**src/rtl/rpl_pkg.sv**
```systemverilog
package rpl_pkg;
  typedef enum logic [1:0] {
    SRC_DATA = 2'd0,
    SRC_PFB  = 2'd1,
    SRC_PFC  = 2'd2
  } src_e;

  typedef enum logic [1:0] {
    ST_IDLE = 2'd0,
    ST_ARB  = 2'd1,
    ST_WAIT = 2'd2
  } st_e;

  typedef struct packed {
    logic data_fault;
    logic fault_b;
    logic rerun_b;
    logic fault_c;
    logic rerun_c;
    logic addr_err;
    logic locked;
    logic data_write;
  } frame_t;

  localparam int NSRC = 3;
endpackage

```
**src/rtl/rpl_decode.sv**
```systemverilog
module rpl_decode
  import rpl_pkg::*;
(
  input  frame_t          fr,
  input  logic            need_b,
  input  logic            need_c,
  output logic [NSRC-1:0] want
);
  logic [1:0] st_fault, st_rerun, st_need;

  assign st_fault = {fr.fault_c, fr.fault_b};
  assign st_rerun = {fr.rerun_c, fr.rerun_b};
  assign st_need  = {need_c, need_b};

  assign want[0] = fr.data_fault;

  // A stage replays when its rerun flag survived the handler and
  // either it still faults or the pipe needs it.
  for (genvar s = 0; s < 2; s++) begin : g_stage
    assign want[s+1] = st_rerun[s] & (st_fault[s] | st_need[s]);
  end
endmodule

```
**src/rtl/rpl_seq.sv**
```systemverilog
module rpl_seq
  import rpl_pkg::*;
#(
  parameter int AW = 32
) (
  input  logic            clk,
  input  logic            rst,
  input  logic            start,
  input  frame_t          fr,
  input  logic [NSRC-1:0] want,
  input  logic [AW-1:0]   data_addr,
  input  logic [AW-1:0]   pf_addr_b,
  input  logic [AW-1:0]   pf_addr_c,
  output logic            bus_req,
  output logic [AW-1:0]   bus_addr,
  output logic            bus_write,
  output logic            bus_lock,
  output logic            bus_prot_write,
  input  logic            bus_ack,
  input  logic            bus_fault,
  output logic            done,
  output logic            reject,
  output logic            refault,
  output logic [1:0]      refault_src,
  output logic [AW-1:0]   refault_addr,
  output logic            refault_write,
  output logic [NSRC-1:0] pend
);
  st_e           st_q;
  src_e          cur_q;
  logic [AW-1:0] daddr_q, baddr_q, caddr_q;
  logic          locked_q, dwr_q, rmw_wr_q;
  logic          data_wr;

  // Locked sequences restart at the read phase; the write phase follows.
  assign data_wr = locked_q ? rmw_wr_q : dwr_q;

  always_ff @(posedge clk) begin
    if (rst) begin
      st_q           <= ST_IDLE;
      cur_q          <= SRC_DATA;
      pend           <= '0;
      daddr_q        <= '0;
      baddr_q        <= '0;
      caddr_q        <= '0;
      locked_q       <= 1'b0;
      dwr_q          <= 1'b0;
      rmw_wr_q       <= 1'b0;
      bus_req        <= 1'b0;
      bus_addr       <= '0;
      bus_write      <= 1'b0;
      bus_lock       <= 1'b0;
      bus_prot_write <= 1'b0;
      done           <= 1'b0;
      reject         <= 1'b0;
      refault        <= 1'b0;
      refault_src    <= 2'd0;
      refault_addr   <= '0;
      refault_write  <= 1'b0;
    end else begin
      done    <= 1'b0;
      reject  <= 1'b0;
      refault <= 1'b0;
      case (st_q)
        ST_IDLE: begin
          if (start) begin
            if (fr.addr_err) begin
              reject <= 1'b1;
            end else begin
              pend     <= want;
              daddr_q  <= data_addr;
              baddr_q  <= pf_addr_b;
              caddr_q  <= pf_addr_c;
              locked_q <= fr.locked;
              dwr_q    <= fr.data_write;
              rmw_wr_q <= 1'b0;
              st_q     <= ST_ARB;
            end
          end
        end
        ST_ARB: begin
          if (pend[0]) begin
            bus_req        <= 1'b1;
            bus_addr       <= daddr_q;
            bus_write      <= data_wr;
            bus_lock       <= locked_q;
            bus_prot_write <= data_wr | locked_q;
            cur_q          <= SRC_DATA;
            st_q           <= ST_WAIT;
          end else if (pend[1]) begin
            bus_req        <= 1'b1;
            bus_addr       <= baddr_q;
            bus_write      <= 1'b0;
            bus_lock       <= 1'b0;
            bus_prot_write <= 1'b0;
            cur_q          <= SRC_PFB;
            st_q           <= ST_WAIT;
          end else if (pend[2]) begin
            bus_req        <= 1'b1;
            bus_addr       <= caddr_q;
            bus_write      <= 1'b0;
            bus_lock       <= 1'b0;
            bus_prot_write <= 1'b0;
            cur_q          <= SRC_PFC;
            st_q           <= ST_WAIT;
          end else begin
            done <= 1'b1;
            st_q <= ST_IDLE;
          end
        end
        ST_WAIT: begin
          if (bus_fault) begin
            bus_req       <= 1'b0;
            bus_lock      <= 1'b0;
            refault       <= 1'b1;
            refault_src   <= cur_q;
            refault_addr  <= bus_addr;
            refault_write <= bus_write;
            pend          <= '0;
            st_q          <= ST_IDLE;
          end else if (bus_ack) begin
            bus_req <= 1'b0;
            st_q    <= ST_ARB;
            if (cur_q == SRC_DATA && locked_q && !rmw_wr_q) begin
              rmw_wr_q <= 1'b1;
            end else begin
              bus_lock <= 1'b0;
              case (cur_q)
                SRC_DATA: pend[0] <= 1'b0;
                SRC_PFB:  pend[1] <= 1'b0;
                default:  pend[2] <= 1'b0;
              endcase
            end
          end
        end
        default: st_q <= ST_IDLE;
      endcase
    end
  end
endmodule

```
**src/rtl/replay_ctrl.sv**
```systemverilog
module replay_ctrl
  import rpl_pkg::*;
#(
  parameter int AW = 32
) (
  input  logic          clk,
  input  logic          rst,
  input  logic          start,
  input  logic          sw_data_fault,
  input  logic          sw_fault_b,
  input  logic          sw_rerun_b,
  input  logic          sw_fault_c,
  input  logic          sw_rerun_c,
  input  logic          sw_addr_err,
  input  logic          sw_locked,
  input  logic          sw_data_write,
  input  logic [AW-1:0] data_addr,
  input  logic [AW-1:0] pf_addr_b,
  input  logic [AW-1:0] pf_addr_c,
  input  logic          need_b,
  input  logic          need_c,
  output logic          bus_req,
  output logic [AW-1:0] bus_addr,
  output logic          bus_write,
  output logic          bus_lock,
  output logic          bus_prot_write,
  input  logic          bus_ack,
  input  logic          bus_fault,
  output logic          done,
  output logic          reject,
  output logic          refault,
  output logic [1:0]    refault_src,
  output logic [AW-1:0] refault_addr,
  output logic          refault_write,
  output logic [2:0]    pend
);
  frame_t          fr;
  logic [NSRC-1:0] want;

  assign fr = '{data_fault: sw_data_fault, fault_b: sw_fault_b,
                rerun_b: sw_rerun_b, fault_c: sw_fault_c,
                rerun_c: sw_rerun_c, addr_err: sw_addr_err,
                locked: sw_locked, data_write: sw_data_write};

  rpl_decode u_dec (
    .fr     (fr),
    .need_b (need_b),
    .need_c (need_c),
    .want   (want)
  );

  rpl_seq #(.AW(AW)) u_seq (
    .clk            (clk),
    .rst            (rst),
    .start          (start),
    .fr             (fr),
    .want           (want),
    .data_addr      (data_addr),
    .pf_addr_b      (pf_addr_b),
    .pf_addr_c      (pf_addr_c),
    .bus_req        (bus_req),
    .bus_addr       (bus_addr),
    .bus_write      (bus_write),
    .bus_lock       (bus_lock),
    .bus_prot_write (bus_prot_write),
    .bus_ack        (bus_ack),
    .bus_fault      (bus_fault),
    .done           (done),
    .reject         (reject),
    .refault        (refault),
    .refault_src    (refault_src),
    .refault_addr   (refault_addr),
    .refault_write  (refault_write),
    .pend           (pend)
  );
endmodule

```
**config.mk**
```make
export PLATFORM = sky130hd
export DESIGN_NAME = replay_ctrl
export DESIGN_NICKNAME = d
export VERILOG_FILES = /design/src/rtl/rpl_pkg.sv /design/src/rtl/rpl_decode.sv /design/src/rtl/rpl_seq.sv /design/src/rtl/replay_ctrl.sv
export SDC_FILE = /design/constraint.sdc
export NUM_CORES = 1
export LEC_CHECK = 0
export BUFFER_PORTS_ARGS = -buffer_cell sky130_fd_sc_hd__buf_2
export CORE_ASPECT_RATIO = 1.25
export CORE_MARGIN = 2
export CORE_UTILIZATION = 47
export CTS_BUF_LIST = sky130_fd_sc_hd__clkbuf_8
export DETAILED_ROUTE_END_ITERATION = 16
export GPL_TIMING_DRIVEN = 0
export HOLD_SLACK_MARGIN = 0.08
export PLACE_DENSITY_LB_ADDON = 0.12
export SYNTH_ARGS = -nofsm -noshare
export SYNTH_HDL_FRONTEND = slang
export SYNTH_SLANG_ARGS = --single-unit
export TNS_END_PERCENT = 10
```
**constraint.sdc**
```tcl
create_clock -name clk -period 5.1 [get_ports clk]
set_clock_uncertainty 0.1 [all_clocks]
set_input_delay 0.255 -clock clk [delete_from_list [all_inputs] [get_ports clk]]
set_output_delay 0.255 -clock clk [all_outputs]
set_load 0.005 [all_outputs]
```
-- Word level (Yosys, flattened, before mapping)
Cells that the tools add are included.
- equality and inequality tests: 14
- mux-type cells: 48
- bitwise gates (word level): 10
- reduce and logical (&&, ||, !) cells: 22
- operators by type and width (cell ; count):
    two-way mux 32 bit ; 3
    two-way mux 1 bit ; 25
    AND reduction 6 bit ; 4
    two-way mux 2 bit ; 10
    two-way mux 3 bit ; 5
    != test 3 bit, second input constant ; 3
    AND reduction 3 bit ; 3
    != test 2 bit, second input constant ; 4
    != test 3 x 2 -> 1 bit, second input constant ; 2
    one-hot mux 1 bit (2 select lines) ; 3
    one-hot mux 2 bit (3 select lines) ; 1
    one-hot mux 3 bit (2 select lines) ; 1
    inverter 1 bit ; 5
    equality test 2 x 1 -> 1 bit, second input constant ; 2
    logical NOT 2 bit ; 2
    != test 4 x 1 -> 1 bit, second input constant ; 1
    AND reduction 2 bit ; 2
    AND reduction 4 bit ; 1
    nonzero test 2 bit ; 2
    OR reduction 2 bit ; 2
    OR reduction 4 bit ; 1
    bitwise OR 1 bit ; 3
    nonzero test 3 bit ; 1
    OR reduction 3 bit ; 1
    5 further kinds ; 7
- flip-flop bits (word level): 180
- output and inout bits: 77

-- Depth between registers and ports, before layout
- depth in word-level cells: 7
- depth in mapped cells: 9
- gate-level depth less buffers: 6

-- By module
A second synthesis with hierarchy kept.
- cell total of the unflattened synthesis: 882
- area total of the unflattened synthesis: 6971.7 µm²
- modules (own cells, without submodules) (module ; times used ; cells each ; area each (µm²) ; sequential area each (µm²)):
    rpl_seq ; 1 ; 879 ; 6949.2 ; 3603.5
    rpl_decode ; 1 ; 3 ; 22.5 ; 0.0

-- Worst setup path after synthesis
Ideal clock, no wire load.
- path type: flip-flop to flip-flop
- from: reg u_seq.st_q[0]
- to: reg u_seq.daddr_q[10]
- data arrival time: 1.501 ns
- path slack: 3.367 ns
- stages on the path, launching flop included: 10
- clock period less this slack: 1.733 ns
- cell sequence: dfxtp_1 > inv_1 > ha_1 > inv_1 > or2_2 > buf_2 > buf_2 > buf_2 > nand2_1 > a21oi_1
- cells in the longest elaborated chain, start to end: 2
- ends and longest elaborated chain (what ; RTL line ; text):
    from (decl) ; rpl_seq.sv:29 ; st_e st_q;
    from (signal assigned) ; rpl_seq.sv:40 ; st_q <= ST_IDLE;
    from (signal assigned) ; rpl_seq.sv:77 ; st_q <= ST_ARB;
    from (signal assigned) ; rpl_seq.sv:89 ; st_q <= ST_WAIT;
    logical NOT 2 bit ; rpl_seq.sv:64 ; case (st_q)
    AND reduction 3 bit (no line) ; - ;
    to (signal assigned) ; rpl_seq.sv:71 ; daddr_q <= data_addr;
    to (decl) ; rpl_seq.sv:31 ; logic [AW-1:0] daddr_q, baddr_q, caddr_q;
No other way between the ends.
A chain may end at the register's enable or synchronous reset.

-- Worst setup path after layout
- from: reg u_seq.st_q[0]
- to: reg u_seq.pend[1]
- cells in the longest elaborated chain, start to end: 3
- elaborated cells between the ends (all ways): 10
- classes of those cells: eq/ne (6); mux (1); reduce/logical (3)
- ends and longest elaborated chain (what ; RTL line ; text):
    equality test 2 bit / logical NOT 2 bit (equally long branches) ; rpl_seq.sv:64 ;
    != test 3 x 2 -> 1 bit (no line) (tied with other cells) ; - ;
    AND reduction 6 bit (no line) ; - ;
    to (signal assigned) ; rpl_seq.sv:70 ; pend <= want;
    to (decl) ; rpl_seq.sv:27 ; output logic [NSRC-1:0] pend
Parallel ways exist; a longest one is shown, timed or not.

==> flow_metrics.tcl <==
set metrics [dict create \
    synth_warnings 0 \
    route.detailed.vias_per_inst 5.049 \
    cts_root_buf "clkbuf_8" \
    number_of_remaining_drc_errors 0 \
    report.final.setup_viol 0 \
    grt_pass1_wl_um 33700 \
    route.vias.total 7003 \
    netSwitchingFraction 0.2532 \
    internal-power_mw 2.158 \
    starting_density 0.4757 \
    netlist_top_cells_area "dfxtp_1 51%, nand2_1 16%, a21oi_1 13%" \
    power.leakage_nw 3.980 \
    mappedNetlistArea_um2 7053 \
    synth_enable_flop_cells 0 \
    fin_tns_setup_ns 0 \
    worst-r2r-setup-slack_ns 2.70 \
    yosys_register_bits 180 \
    async_reset_ff_frac 0 \
    clkPwrFrac 0.353 \
    worst_pin_slew_ns 0.6472 \
    die-width_um 113.6 \
    pre_cts_ws_ns 2.939 \
    clock_latency_ns 0.45 \
    fin_crit_ns 2.400 \
    critical_path.cell_chain "inv_1 > ha_1 > clkbuf_1 > nor3_1 > o211ai_1 > dlygate4sd3_1 > a21oi_1" \
    relSlewSlack 0.5685 \
    grt_setup_unrepaired "false" \
    worstPathRequired_ns 5.38 \
    synth.yosys.seq_area_share 0.5109 \
    row_count 50 \
    post_synth_inst_count 882 \
    hold_class "input port to flop" \
    number_of_antenna_violations_at_the_first_check_in_global_routing 0 \
    post_cts.repair.setup_buffers 0 \
    worst-r2r-cell-count 7 \
    clock_tree.htree_level_count 4 \
    cts_tree "done" \
    fin_ws_ns 2.700 \
    grt_pass1_vias 6795 \
    antenna_cells 0 \
    max-cap-violations 0 \
    timing.final.max_slew_violations 0 \
    track_usage 0.2648 \
    timing.final.hold_violations 0 \
    min_delay_path_depth 4 \
    cts_sinks 180 \
    layout-area-overhead-vs-synth_pct 37.32 \
    detailed_place_hpwl_um 14460 \
    synth.top_cell.area_share 0.5109 \
    crit_arrival_ns 2.68 \
    mostFrequentLayoutCell "nand2_1" \
    synthesis.area_per_instance_um2 7.997 \
    ant_nets 0 \
    synth_cell_type_count 36 \
    detail_route.iter0.violations 395 \
    cp_max_fo 9 \
    startpoint "u_seq.st_q[0]$_SDFFE_PP0P_" \
    synth_ff_type "dfxtp_1" \
    tritoncts.num_buffers 17 \
    gr-total-overflow 0 \
    critical-path-max-stage-delay_ns 0.60 \
    fmax_mhz 416.7 \
    status "completed" \
    die-area_um2 16010 \
    final_nets 1307 \
    net_count_after_synthesis 997 \
    yosysTopAreaCell "dfxtp_1" \
    wl_per_cell_um 15.31 \
    critPathCaptureType "flop" \
    core_ar_um2 14830 \
    layout.cells.most_common_list "304 x nand2_1, 200 x buf_2, 180 x dfxtp_1, 178 x a21oi_1, 105 x dlygate4sd3_1" \
    power.combinational.fraction 0.132 \
    cellPowerDensity_nw_per_um2 298.3 \
    power_frac_seq 0.515 \
    wl_um 21240 \
    gate_family_responsible_for_the_most_delay_along_the_worst_path "buffers and inverters" \
    port_buffers 186 \
    endpoint "u_seq.pend[1]$_SDFFE_PP0P_" \
    ir_worst_vdd_mv 0.1584 \
    path_class "flop to flop" \
    finalCoreUtilization 0.6532 \
    cts-root-to-sink-buffers 2 \
    power.switching_uw 731.5 \
    timing.final.crit_share 0.4705 \
    r2r-start "u_seq.st_q[0]$_SDFFE_PP0P_" \
    critical_path_depth 7 \
    drive_above_1_share 0.2266 \
    worst_path_max_delay_cell "dlygate4sd3_1" \
    maximum_number_of_pins_on_one_net_before_global_route_repair 17 \
    place_congestion 0.8122 \
    timing.rr.end "u_seq.pend[1]$_SDFFE_PP0P_" \
    fillCellCount 1285 \
    clk_transition_reported_paths_ns 0.09 \
    critical_path_start_type "flop" \
    crit_buf_inv 3 \
    num_io_pins 188 \
    die_h_um 141.0 \
    first_pass_iteration_count_of_the_detailed_router 5 \
    power_mw 2.889 \
]
-- kinds of logic (layout without fill, tap and decap cells) --
kind of cell    count (synthesis)  in the layout  synth area share
buf+inv                        72            395           0.04772
flops                         180            180            0.5109
compound gates                226            226            0.1809
fa+ha+maj                       4              4          0.007096
mux                            34             34           0.04843
simple gates                  366            366            0.2049
-- per-stage QoR --
stage | hold slack [ns] | area [µm²] | std cells
2_1_floorplan | 0.2910 | 7053 | 882
3_3_place_gp | 0.3398 | 8212 | 1250
3_5_place_dp | 0.3437 | 8212 | 1250
4_1_cts | 0.08131 | 9686 | 1387
5_1_grt | 0.1384 | 9686 | 1387
6_report | 0.09900 | 9686 | 1387
-- sequential cells by signal, summed over array words and instances (netlist names), 2 cells and up --
signal and flops:
u_seq.st_q 2, u_seq.baddr_q 32, u_seq.daddr_q 32, u_seq.refault_src 2, u_seq.cur_q 2, u_seq.bus_addr 32
u_seq.pend 3, u_seq.caddr_q 32, u_seq.refault_addr 32
-- per-layer routing --
metal | track usage | vias to the layer above | wire [µm] | part of all wire
met5 | 0 | - | 0 | 0
met4 | 0.07317 | 0 | 356 | 0.017
met3 | 0.04729 | 33 | 932 | 0.044
met2 | 0.4876 | 201 | 10980 | 0.52
met1 | 0.3139 | 3250 | 8972 | 0.42
li1 | - | 3519 | - | -
-- how the worst min path moves through the flow --
stage	to	start	slack, ns
after floorplan	u_seq.baddr_q[0]$_SDFFE_PP0P_	pf_addr_b[0]	0.29
after global placement	u_seq.refault_addr[27]$_SDFFE_PP0P_	u_seq.refault_addr[27]$_SDFFE_PP0P_	0.34
after detailed placement	u_seq.refault_addr[24]$_SDFFE_PP0P_	u_seq.refault_addr[24]$_SDFFE_PP0P_	0.34
after CTS	u_seq.bus_lock$_SDFFE_PP0P_	bus_ack	0.08
after global routing	u_seq.bus_lock$_SDFFE_PP0P_	bus_ack	0.14
final	u_seq.bus_lock$_SDFFE_PP0P_	bus_ack	0.1
-- power groups by stage --
stage	combinational (mW)	sequential (mW)	clock, mW
6_report	0.381	1.49	1.02
3_5_place_dp	0.315	1.52	0
3_3_place_gp	0.313	1.52	0
4_1_cts	0.378	1.49	1.03
5_1_grt	0.419	1.50	1.08
2_1_floorplan	0.197	1.51	0
-- area by class of cell --
type / count / area, µm² / share of cell area
plain buffers: 67 / 317.8 / 0.03281
clock buffers: 21 / 289.0 / 0.02984
clock inverters: 11 / 133.9 / 0.01382
inverters: 5 / 18.77 / 0.001938
multi-input cells: 630 / 3113 / 0.3214
flip-flops and latches: 180 / 3603 / 0.3720
well taps: 182 / 227.7 / 0.02351
repair buffers: 291 / 1982 / 0.2046
-- worst reg2reg max path: stages, from the launching register on --
cell           delay (ns)
dfxtp_1              0.39
inv_1                0.08
ha_1                 0.19
clkbuf_1             0.20
nor3_1               0.49
o211ai_1             0.16
dlygate4sd3_1        0.60
a21oi_1              0.13
-- cell usage after synthesis (4+ instances only) --
| library cell | n |
|---|---|
| a21oi_1 | 178 |
| buf_1 | 4 |
| buf_2 | 14 |
| buf_6 | 6 |
| clkbuf_1 | 40 |
| dfxtp_1 | 180 |
| ha_1 | 4 |
| inv_1 | 5 |
| mux2i_1 | 33 |
| nand2_1 | 304 |
| nand2b_1 | 5 |
| nor2_1 | 41 |
| o21ai_0 | 7 |
| o21ai_2 | 30 |
-- repair_timing --
| item | 4_1_cts | 5_1_grt |
|---|---|---|
| endpoints found under the hold margin | 102 | 0 |
| gates resized for setup | 0 | 0 |
| hold buffers | 105 | 0 |
No activity file was read; power rests on OpenSTA's default activity.
